**src/rtl/pulse_swallow_pkg.sv**
```systemverilog
package pulse_swallow_pkg;
  localparam int DIGIT_W = 4;
  localparam logic [DIGIT_W-1:0] DIGIT_TOP = 4'd9;
  localparam int NUM_DECADES = 2;

  function automatic logic [DIGIT_W-1:0] nines_comp(input logic [DIGIT_W-1:0] d);
    return DIGIT_TOP - d;
  endfunction

  function automatic logic target_ok(input logic [DIGIT_W-1:0] tens,
                                     input logic [DIGIT_W-1:0] units);
    return (tens <= DIGIT_TOP) && (units <= DIGIT_TOP) && (units <= tens);
  endfunction
endpackage

```
**src/rtl/swallow_prescaler.sv**
```systemverilog
module swallow_prescaler #(
  parameter int MOD_HI = 11
) (
  input  logic clk,
  input  logic rst_n,
  input  logic clear,
  input  logic adv,
  input  logic div_lo,
  output logic tick
);
  localparam int MOD_LO = MOD_HI - 1;
  localparam int CW = $clog2(MOD_HI);
  localparam logic [CW-1:0] LAST_HI = CW'(MOD_HI - 1);
  localparam logic [CW-1:0] LAST_LO = CW'(MOD_LO - 1);

  logic [CW-1:0] phase;
  logic [CW-1:0] last;

  assign last = div_lo ? LAST_LO : LAST_HI;
  assign tick = adv && (phase == last);

  always_ff @(posedge clk or negedge rst_n) begin
    if (!rst_n)      phase <= '0;
    else if (clear)  phase <= '0;
    else if (adv)    phase <= tick ? '0 : phase + 1'b1;
  end

  a_r4_phase_bound: assert property (@(posedge clk) disable iff (!rst_n)
    phase <= LAST_HI);
  a_r3_idle_phase: assert property (@(posedge clk) disable iff (!rst_n)
    (!clear && !adv) |=> $stable(phase));
  a_r2_phase_cleared: assert property (@(posedge clk) disable iff (!rst_n)
    clear |=> (phase == '0));
endmodule

```
**src/rtl/bcd_decade.sv**
```systemverilog
module bcd_decade
  import pulse_swallow_pkg::*;
(
  input  logic               clk,
  input  logic               rst_n,
  input  logic               preset,
  input  logic [DIGIT_W-1:0] preset_val,
  input  logic               step,
  output logic [DIGIT_W-1:0] digit,
  output logic               at_top
);
  assign at_top = (digit == DIGIT_TOP);

  always_ff @(posedge clk or negedge rst_n) begin
    if (!rst_n)       digit <= '0;
    else if (preset)  digit <= preset_val;
    else if (step)    digit <= at_top ? '0 : digit + 1'b1;
  end

  a_r4_bcd_range: assert property (@(posedge clk) disable iff (!rst_n)
    digit <= DIGIT_TOP);
  a_r2_preset_taken: assert property (@(posedge clk) disable iff (!rst_n)
    preset |=> (digit == $past(preset_val)));
  a_r10_hold_no_step: assert property (@(posedge clk) disable iff (!rst_n)
    (!preset && !step) |=> $stable(digit));
endmodule

```
**src/rtl/pulse_swallow_counter.sv**
```systemverilog
module pulse_swallow_counter
  import pulse_swallow_pkg::*;
#(
  parameter int MOD_HI = 11
) (
  input  logic               clk,
  input  logic               rst_n,
  input  logic               load,
  input  logic [DIGIT_W-1:0] tgt_tens,
  input  logic [DIGIT_W-1:0] tgt_units,
  input  logic               pulse_valid,
  output logic               pulse_ready,
  output logic               done,
  output logic               bad_target,
  output logic [DIGIT_W-1:0] dig_tens,
  output logic [DIGIT_W-1:0] dig_units
);
  localparam int UNITS = 0;
  localparam int TENS  = 1;

  logic armed;
  logic load_ok;
  logic accept;
  logic tick;
  logic [NUM_DECADES-1:0] at_top;
  logic [NUM_DECADES-1:0] step;
  logic [DIGIT_W-1:0] tgt  [NUM_DECADES];
  logic [DIGIT_W-1:0] digs [NUM_DECADES];

  assign load_ok     = target_ok(tgt_tens, tgt_units);
  assign done        = armed && (&at_top);
  assign pulse_ready = armed && !done;
  assign accept      = pulse_valid && pulse_ready;
  assign tgt[UNITS]  = tgt_units;
  assign tgt[TENS]   = tgt_tens;

  always_ff @(posedge clk or negedge rst_n) begin
    if (!rst_n) begin
      armed      <= 1'b0;
      bad_target <= 1'b0;
    end else if (load) begin
      armed      <= load_ok;
      bad_target <= !load_ok;
    end
  end

  swallow_prescaler #(.MOD_HI(MOD_HI)) u_pre (
    .clk    (clk),
    .rst_n  (rst_n),
    .clear  (load),
    .adv    (accept),
    .div_lo (at_top[UNITS]),
    .tick   (tick)
  );

  for (genvar i = 0; i < NUM_DECADES; i++) begin : g_dec
    if (i == UNITS) begin : g_gated
      assign step[i] = tick && !at_top[i];
    end else begin : g_free
      assign step[i] = tick;
    end
    bcd_decade u_dec (
      .clk        (clk),
      .rst_n      (rst_n),
      .preset     (load && load_ok),
      .preset_val (nines_comp(tgt[i])),
      .step       (step[i]),
      .digit      (digs[i]),
      .at_top     (at_top[i])
    );
  end

  assign dig_units = digs[UNITS];
  assign dig_tens  = digs[TENS];

  a_r5_units_frozen: assert property (@(posedge clk) disable iff (!rst_n)
    (dig_units == DIGIT_TOP && !load) |=> (dig_units == DIGIT_TOP));
  a_r7_done_hold: assert property (@(posedge clk) disable iff (!rst_n)
    (done && !load) |=> (done && $stable(dig_tens) && $stable(dig_units)));
  a_r8_reject: assert property (@(posedge clk) disable iff (!rst_n)
    (load && !load_ok) |=> (bad_target && !pulse_ready && $stable(dig_tens) && $stable(dig_units)));
  a_r3_no_consume: assert property (@(posedge clk) disable iff (!rst_n)
    (!load && !accept) |=> ($stable(dig_tens) && $stable(dig_units)));
  a_r4_joint_step: assert property (@(posedge clk) disable iff (!rst_n)
    (!load && dig_units != DIGIT_TOP && dig_units != $past(dig_units)) |-> (dig_tens != $past(dig_tens)));
endmodule

```
**config.mk**
```make
export PLATFORM = sky130hd
export DESIGN_NAME = pulse_swallow_counter
export DESIGN_NICKNAME = d
export VERILOG_FILES = /design/src/rtl/pulse_swallow_pkg.sv /design/src/rtl/swallow_prescaler.sv /design/src/rtl/bcd_decade.sv /design/src/rtl/pulse_swallow_counter.sv
export SDC_FILE = /design/constraint.sdc
export NUM_CORES = 1
export LEC_CHECK = 0
export CAP_MARGIN = 5
export CORE_MARGIN = 4
export CORE_UTILIZATION = 43
export DETAILED_ROUTE_END_ITERATION = 16
export PLACE_DENSITY = 0.8
export SETUP_SLACK_MARGIN = 0.5
export SYNTH_ARGS = -nofsm -noshare
export SYNTH_HDL_FRONTEND = slang
export SYNTH_SLANG_ARGS = --single-unit
```
**constraint.sdc**
```tcl
create_clock -name clk -period 2.7 [get_ports clk]
set_input_delay 0.27 -clock clk [delete_from_list [all_inputs] [get_ports clk]]
set_output_delay 0.27 -clock clk [all_outputs]
set_load 0.02 [all_outputs]
```
==> results of run 1 <==
worst max-delay path, stage by stage (launching register included):
cell	delay [ns]
dfrtp_1	0.44
nand4bb_4	0.31
nor2_1	0.14
nor2_1	0.05
clkdlybuf4s50_1	0.53
metal layers:
metal / wire (um) / GRT usage, %
met5: 0 / 0
met4: 21 / 3.729
met3: 112 / 5.057
met2: 1138 / 28.05
met1: 977 / 17.90
worst max path at each step:
stage,slack (ns),from,end,cells past startpoint
floorplan,0.89,g_dec[0].u_dec.digit[2]$_DFFE_PN0P_,u_pre.phase[2]$_DFFE_PN0P_,5
global placement,0.54,tgt_tens[1],g_dec[1].u_dec.digit[2]$_DFFE_PN0P_,7
detailed placement,0.46,tgt_tens[1],g_dec[0].u_dec.digit[2]$_DFFE_PN0P_,7
CTS,0.57,g_dec[0].u_dec.digit[2]$_DFFE_PN0P_,pulse_ready,4
global route,0.54,g_dec[1].u_dec.digit[1]$_DFFE_PN0P_,pulse_ready,4
finish,0.69,g_dec[0].u_dec.digit[2]$_DFFE_PN0P_,pulse_ready,4
synthesized netlist by cell type, types with 2 or more instances:
| cell type | number | area share [%] |
|---|---|---|
| xnor2_1 | 5 | 4.3 |
| dfrtp_1 | 14 | 35 |
| nand4bb_1 | 3 | 3.4 |
| ha_1 | 7 | 8.7 |
| nor2_1 | 6 | 2.2 |
| nand3_1 | 4 | 2.0 |
| nor3_1 | 3 | 1.5 |
| o21ai_0 | 5 | 2.5 |
| nor4bb_1 | 2 | 2.0 |
| mux2i_1 | 11 | 11 |
| nand2_1 | 6 | 2.2 |
| mux2_2 | 2 | 2.2 |
| a21oi_1 | 8 | 4.0 |
| inv_1 | 11 | 4.1 |
| nand4_1 | 3 | 1.9 |
| o211ai_1 | 2 | 1.5 |
power by group:
part           switching (mW)  leakage (nW)  internal, mW
sequential             0.0700         0.173         0.254
combinational           0.158         0.394         0.180
clock                  0.0712        0.0210        0.0820
total                   0.299         0.588         0.516
through the flow:
step / utilization [%] / area (sq um)
2_1_floorplan: - / 1007
4_1_cts: 58.48 / 1294
5_1_grt: 58.99 / 1305
3_3_place_gp: 56.67 / 1254
3_5_place_dp: 56.67 / 1254
6_report: 58.99 / 1305
state kept, by name (all words and copies together) (netlist names):
name	count
armed	1
bad_target	1
g_dec.u_dec.digit	8
u_pre.phase	4
cell families (layout without fill, tap and decap cells):
kind of cell    after synthesis  in the layout  share of synthesized area, %
simple gates                 31             31                         18.14
mux                          14             14                         14.66
fa+ha+maj                     7              7                         8.695
xor+xnor                      6              6                         5.217
flops                        14             14                         34.78
compound gates               21             21                         12.80
buf+inv                      13             38                         5.714
final cells by class:
cell class,instances,area (sq um)
Fill cell,216,907.1
Multi-Input combinational cell,79,615.6
Sequential cell,14,350.3
Timing Repair Buffer,23,226.5
Inverter,11,41.29
Clock buffer,4,36.28
Tap cell,28,35.03
timing repair:
item | in CTS | in global routing
gates resized for setup | 2 | 1
buffers inserted | 0 | 0
hold buffers | 0 | 0
endpoints found under the setup margin | 1 | 1
==> results.tsv, run 1 <==
metric	value	unit
run_status	finished, final reports clean	
r2r-end	u_pre.phase[2]$_DFFE_PN0P_	
setup_viol	0	
ff2ff_setup_slack	0.91	ns
hold_class	primary input to asynchronous set/reset pin	
detailedRoute.firstPassIterationCount	3	
pre_cts_slack	0.4642	ns
route.detailed.drc	0	
async_reset_ff_share	100.0	%
first_global_vias	882	
start_util	45.53	%
path_max_fanout	8	
drive_above_1_share	6.870	%
synth_top_flop_cell	dfrtp_1	
clock_sinks	14	
maxCapViolCount	0	
fin_crit_sh	74.44	%
max_slew.worst_pin.slew	0.6547	ns
dr.first_iter.drc_count	9	
fin_ws	0.6902	ns
rsz0062_at_grt	false	
average_routed_wire_per_standard_cell	14.16	um
dieArea	0.003180	sq mm
netlist_instances	106	
grt_max_degree	15	
cts_tree	yes	
layout_common_cells	clkdlybuf4s50_1, dfrtp_1, inv_1, mux2i_1, a21oi_1	
antenna_cells	0	
setup.worst_path.end_class	primary output	
syn2layout_area_growth	29.57	%
synth_seq_area_share	34.78	%
worst_r2r_path_depth	4	
cellLeakagePower	0.5880	nW
final_common_cell	clkdlybuf4s50_1	
clock_path_buffers	2	
critical_path_arrival	1.74	ns
setup.worst_path.class	flop to primary output	
initial_antenna_violation_count	0	
number_of_cells_in_the_finished_layout_apart_from_fillers	159	
finalMaxSlewViolations	0	
h_tree_depth	1	
num_rows	17	
holdWs	0.3861	ns
fin_crit	2.010	ns
synth_nets	125	
setup_total_negative_slack	0	ns
synth_edf_count	0	
ant_nets	0	
hpwl	1.745	mm
final_net_count	151	
power-per-cell-area	624.8	mW/mm^2
drt-total-wl	2.251	mm
ratio_of_routed_vias_to_standard_cells	5.459	
core_area	0.002212	sq mm
cts.root.buffer_cell	clkbuf_4	
dp_cells	155	
synth_cell_type_count	30	
grt_overflow_total	0	
p_total	0.8154	mW
ir_worst_vdd	0.0003263	V
path_clk_slew	0.09	ns
clock.fmax	497.6	MHz
numCtsBuffers	3	
required	2.43	ns
place.port_buffers	22	
slew-limit-headroom	56.22	%
design.portCount	23	
die_h	56.40	um
horiz_die_dim	56.40	um
synthesized_area	0.001007	sq mm
r2r-start	g_dec[0].u_dec.digit[2]$_DFFE_PN0P_	
grt_use_total	15.65	%
final_hold_viol_count	0	
wire_length_of_the_first_global_routing_pass	3.933	mm
ys_warn_count	0	
num_vias	868	
place.gp.congestion	0.7193	
start_kind	flop	
ys_ff_latch	14	
worst_clock_skew	0.001971	ns
clock_insertion_delay_worst_skew	0.28	ns
synthesis.area_per_instance	9.502	sq um
No activity file was read; power rests on OpenSTA's default activity.
==> run 2: changes to the inputs <==
- PLACE_DENSITY: 0.8 -> 0.83
- clock period: 2.7 -> 1.7 ns (I/O delays scaled with it)
==> results.tsv, run 2 (synthesis results as in run 1) <==
metric	value	unit	change
route.detailed.drc	0		unchanged
timing.critical_path.slowest_stage_cell	or4_1		was clkdlybuf4s50_1
worstHoldStart	tgt_units[1]		
setup.worst_path.end_class	flop		was primary output
fin_util	75.91	%	was 58.99%
largest_reg_flops	8		unchanged
dieArea	0.003180	sq mm	unchanged
ff2ff_setup_slack	-0.05	ns	was 0.91 ns
power-per-cell-area	871.2	mW/mm^2	was 624.8 mW/mm^2
clock_insertion_delay_worst_skew	0.28	ns	about the same
syn2layout_area_growth	66.71	%	was 29.57%
grt_use_total	19.54	%	was 15.65%
ir_worst_vdd	0.0005612	V	was 0.0003263 V
path_clk_slew	0.08	ns	was 0.09 ns
cellLeakagePower	0.7662	nW	was 0.5880 nW
worst_hold_path.endpoint	g_dec[0].u_dec.digit[1]$_DFFE_PN0P_		
final_common_cell	buf_4		was clkdlybuf4s50_1
grt_max_degree	15		unchanged
max_slew.worst_pin.slew	0.6433	ns	was 0.6547 ns
hpwl	2.100	mm	was 1.745 mm
horiz_die_dim	56.40	um	unchanged
fin_ws	-0.05375	ns	was 0.6902 ns
initial_antenna_violation_count	0		unchanged
r2r-end	u_pre.phase[2]$_DFFE_PN0P_		unchanged
clock.fmax	570.2	MHz	
h_tree_depth	1		unchanged
top_regs	g_dec.u_dec.digit: 8 flops, u_pre.phase: 4 flops		unchanged
numCtsBuffers	3		unchanged
drive_above_1_share	56.44	%	was 6.870%
ratio_of_routed_vias_to_standard_cells	5.429		was 5.459
clock_sinks	14		unchanged
startpoint	g_dec[0].u_dec.digit[2]$_DFFE_PN0P_		unchanged
die_h	56.40	um	unchanged
required	1.90	ns	was 2.43 ns
run_status	finished, violations left		was finished, final reports clean
design.portCount	23		unchanged
final_hold_viol_count	0		unchanged
first_global_vias	1072		was 882
core_area	0.002212	sq mm	unchanged
rsz0062_at_grt	true		was false
fin_crit	1.754	ns	
clock_path_buffers	2		unchanged
drt-total-wl	3.032	mm	was 2.251 mm
final_net_count	184		was 151
start_kind	flop		unchanged
place.port_buffers	22		unchanged
antenna_cells	0		unchanged
finalMaxSlewViolations	0		unchanged
worst_r2r_path_depth	5		was 4
setup.worst_path.class	flop to flop		was flop to primary output
maxCapViolCount	0		unchanged
r2r-start	g_dec[0].u_dec.digit[2]$_DFFE_PN0P_		unchanged
timing.hold.worst_path_depth	4		
critical_path_arrival	1.96	ns	was 1.74 ns
slew-limit-headroom	56.98	%	was 56.22%
setup_viol	1		was 0
place.gp.congestion	0.8089		was 0.7193
top_register	g_dec.u_dec.digit		unchanged
num_vias	1037		was 868
num_rows	17		unchanged
hold_class	primary input to flop		was primary input to asynchronous set/reset pin
path_cells	nand4bb_1, buf_6, mux2_4, or4_1, a21oi_1		was nand4bb_4, nor2_1, nor2_1, clkdlybuf4s50_1
cts_tree	yes		unchanged
fin_crit_sh	103.2	%	
cpPeakStageDelay	0.47	ns	was 0.53 ns
start_util	45.53	%	unchanged
ant_nets	0		unchanged
path_max_fanout	6		was 8
grt_overflow_total	0		unchanged
detailedRoute.firstPassIterationCount	4		was 3
average_routed_wire_per_standard_cell	15.87	um	was 14.16 um
layout_common_cells	buf_4, buf_6, mux2i_1		was clkdlybuf4s50_1, dfrtp_1, inv_1, mux2i_1, a21oi_1
holdWs	0.2581	ns	was 0.3861 ns
worst_clock_skew	0.004653	ns	was 0.001971 ns
cts.root.buffer_cell	clkbuf_4		unchanged
wire_length_of_the_first_global_routing_pass	4.823	mm	was 3.933 mm
failing_checks	setup timing		
dr.first_iter.drc_count	29		was 9
-- run 2: cell count changes in the layout (fill, tap and decap cells not counted), sizes merged --
cell / change
clkbuf: +4
buf: +45
clkdlybuf4s50: -18
dlygate4sd2: +1
-- run 2: metal layers --
layer | track usage (%) | vias up | wire length [um]
met3 | 4.828 | 12 | 145
met5 | 0 | - | 0
li1 | - | 502 | -
met2 | 36.89 | 31 | 1599
met4 | 10.17 | 0 | 112
met1 | 19.35 | 492 | 1174
-- run 2: where the power goes --
group,leakage [nW],switching (mW),internal [mW]
registers,0.166,0.0562,0.408
logic,0.587,0.399,0.417
clock network,0.0138,0.101,0.0821
total,0.766,0.557,0.906
-- run 2: metrics by stage --
step	TNS (ns)	total power, mW	instances	worst slack, ns	area, sq um
after floorplan	-0.07105	0.8204	106	-0.07105	1044
after global placement	-1.182	1.161	183	-0.1626	1494
after detailed placement	-1.745	1.193	183	-0.2275	1494
after CTS	-0.01584	1.361	190	-0.01503	1607
after global routing	-0.3077	1.555	191	-0.08684	1679
final	-0.05375	1.463	191	-0.05375	1679
-- run 2: cell type report --
class	instances	area (sq um)
Clock buffer	3	22.52
Fill cell	155	533.0
Inverter	11	41.29
Multi-Input combinational cell	79	779.5
Sequential cell	14	356.6
Tap cell	28	35.03
Timing Repair Buffer	56	444.2
-- run 2: worst max-delay path, delay by kind of cell, from the launching register on --
family          cells  cell delay [ns]
compound gates      1             0.14
buf+inv             1             0.15
flops               1             0.41
mux                 1             0.31
simple gates        2             0.67
-- run 2: repair_timing --
action,CTS,global route
hold buffers,0,0
resized for setup,79,39
setup buffers,4,1
endpoints found under the setup margin,25,20
pin swaps,4,14
-- run 2: worst max path at each step --
| stage | endpoint | cells after the start |
|---|---|---|
| after detailed placement | g_dec[1].u_dec.digit[2]$_DFFE_PN0P_ | 7 |
| after CTS | u_pre.phase[2]$_DFFE_PN0P_ | 5 |
| final | u_pre.phase[2]$_DFFE_PN0P_ | 5 |
| after global routing | g_dec[1].u_dec.digit[1]$_DFFE_PN0P_ | 6 |
| after global placement | g_dec[1].u_dec.digit[2]$_DFFE_PN0P_ | 7 |
| after floorplan | u_pre.phase[2]$_DFFE_PN0P_ | 5 |
==> run 3: changes to the inputs <==
- CTS_CLUSTER_SIZE: default -> 24
- GPL_ROUTABILITY_DRIVEN: default -> 0
==> results of run 3 <==
No change in the layout: final DEF, timing and power equal those of run 2.
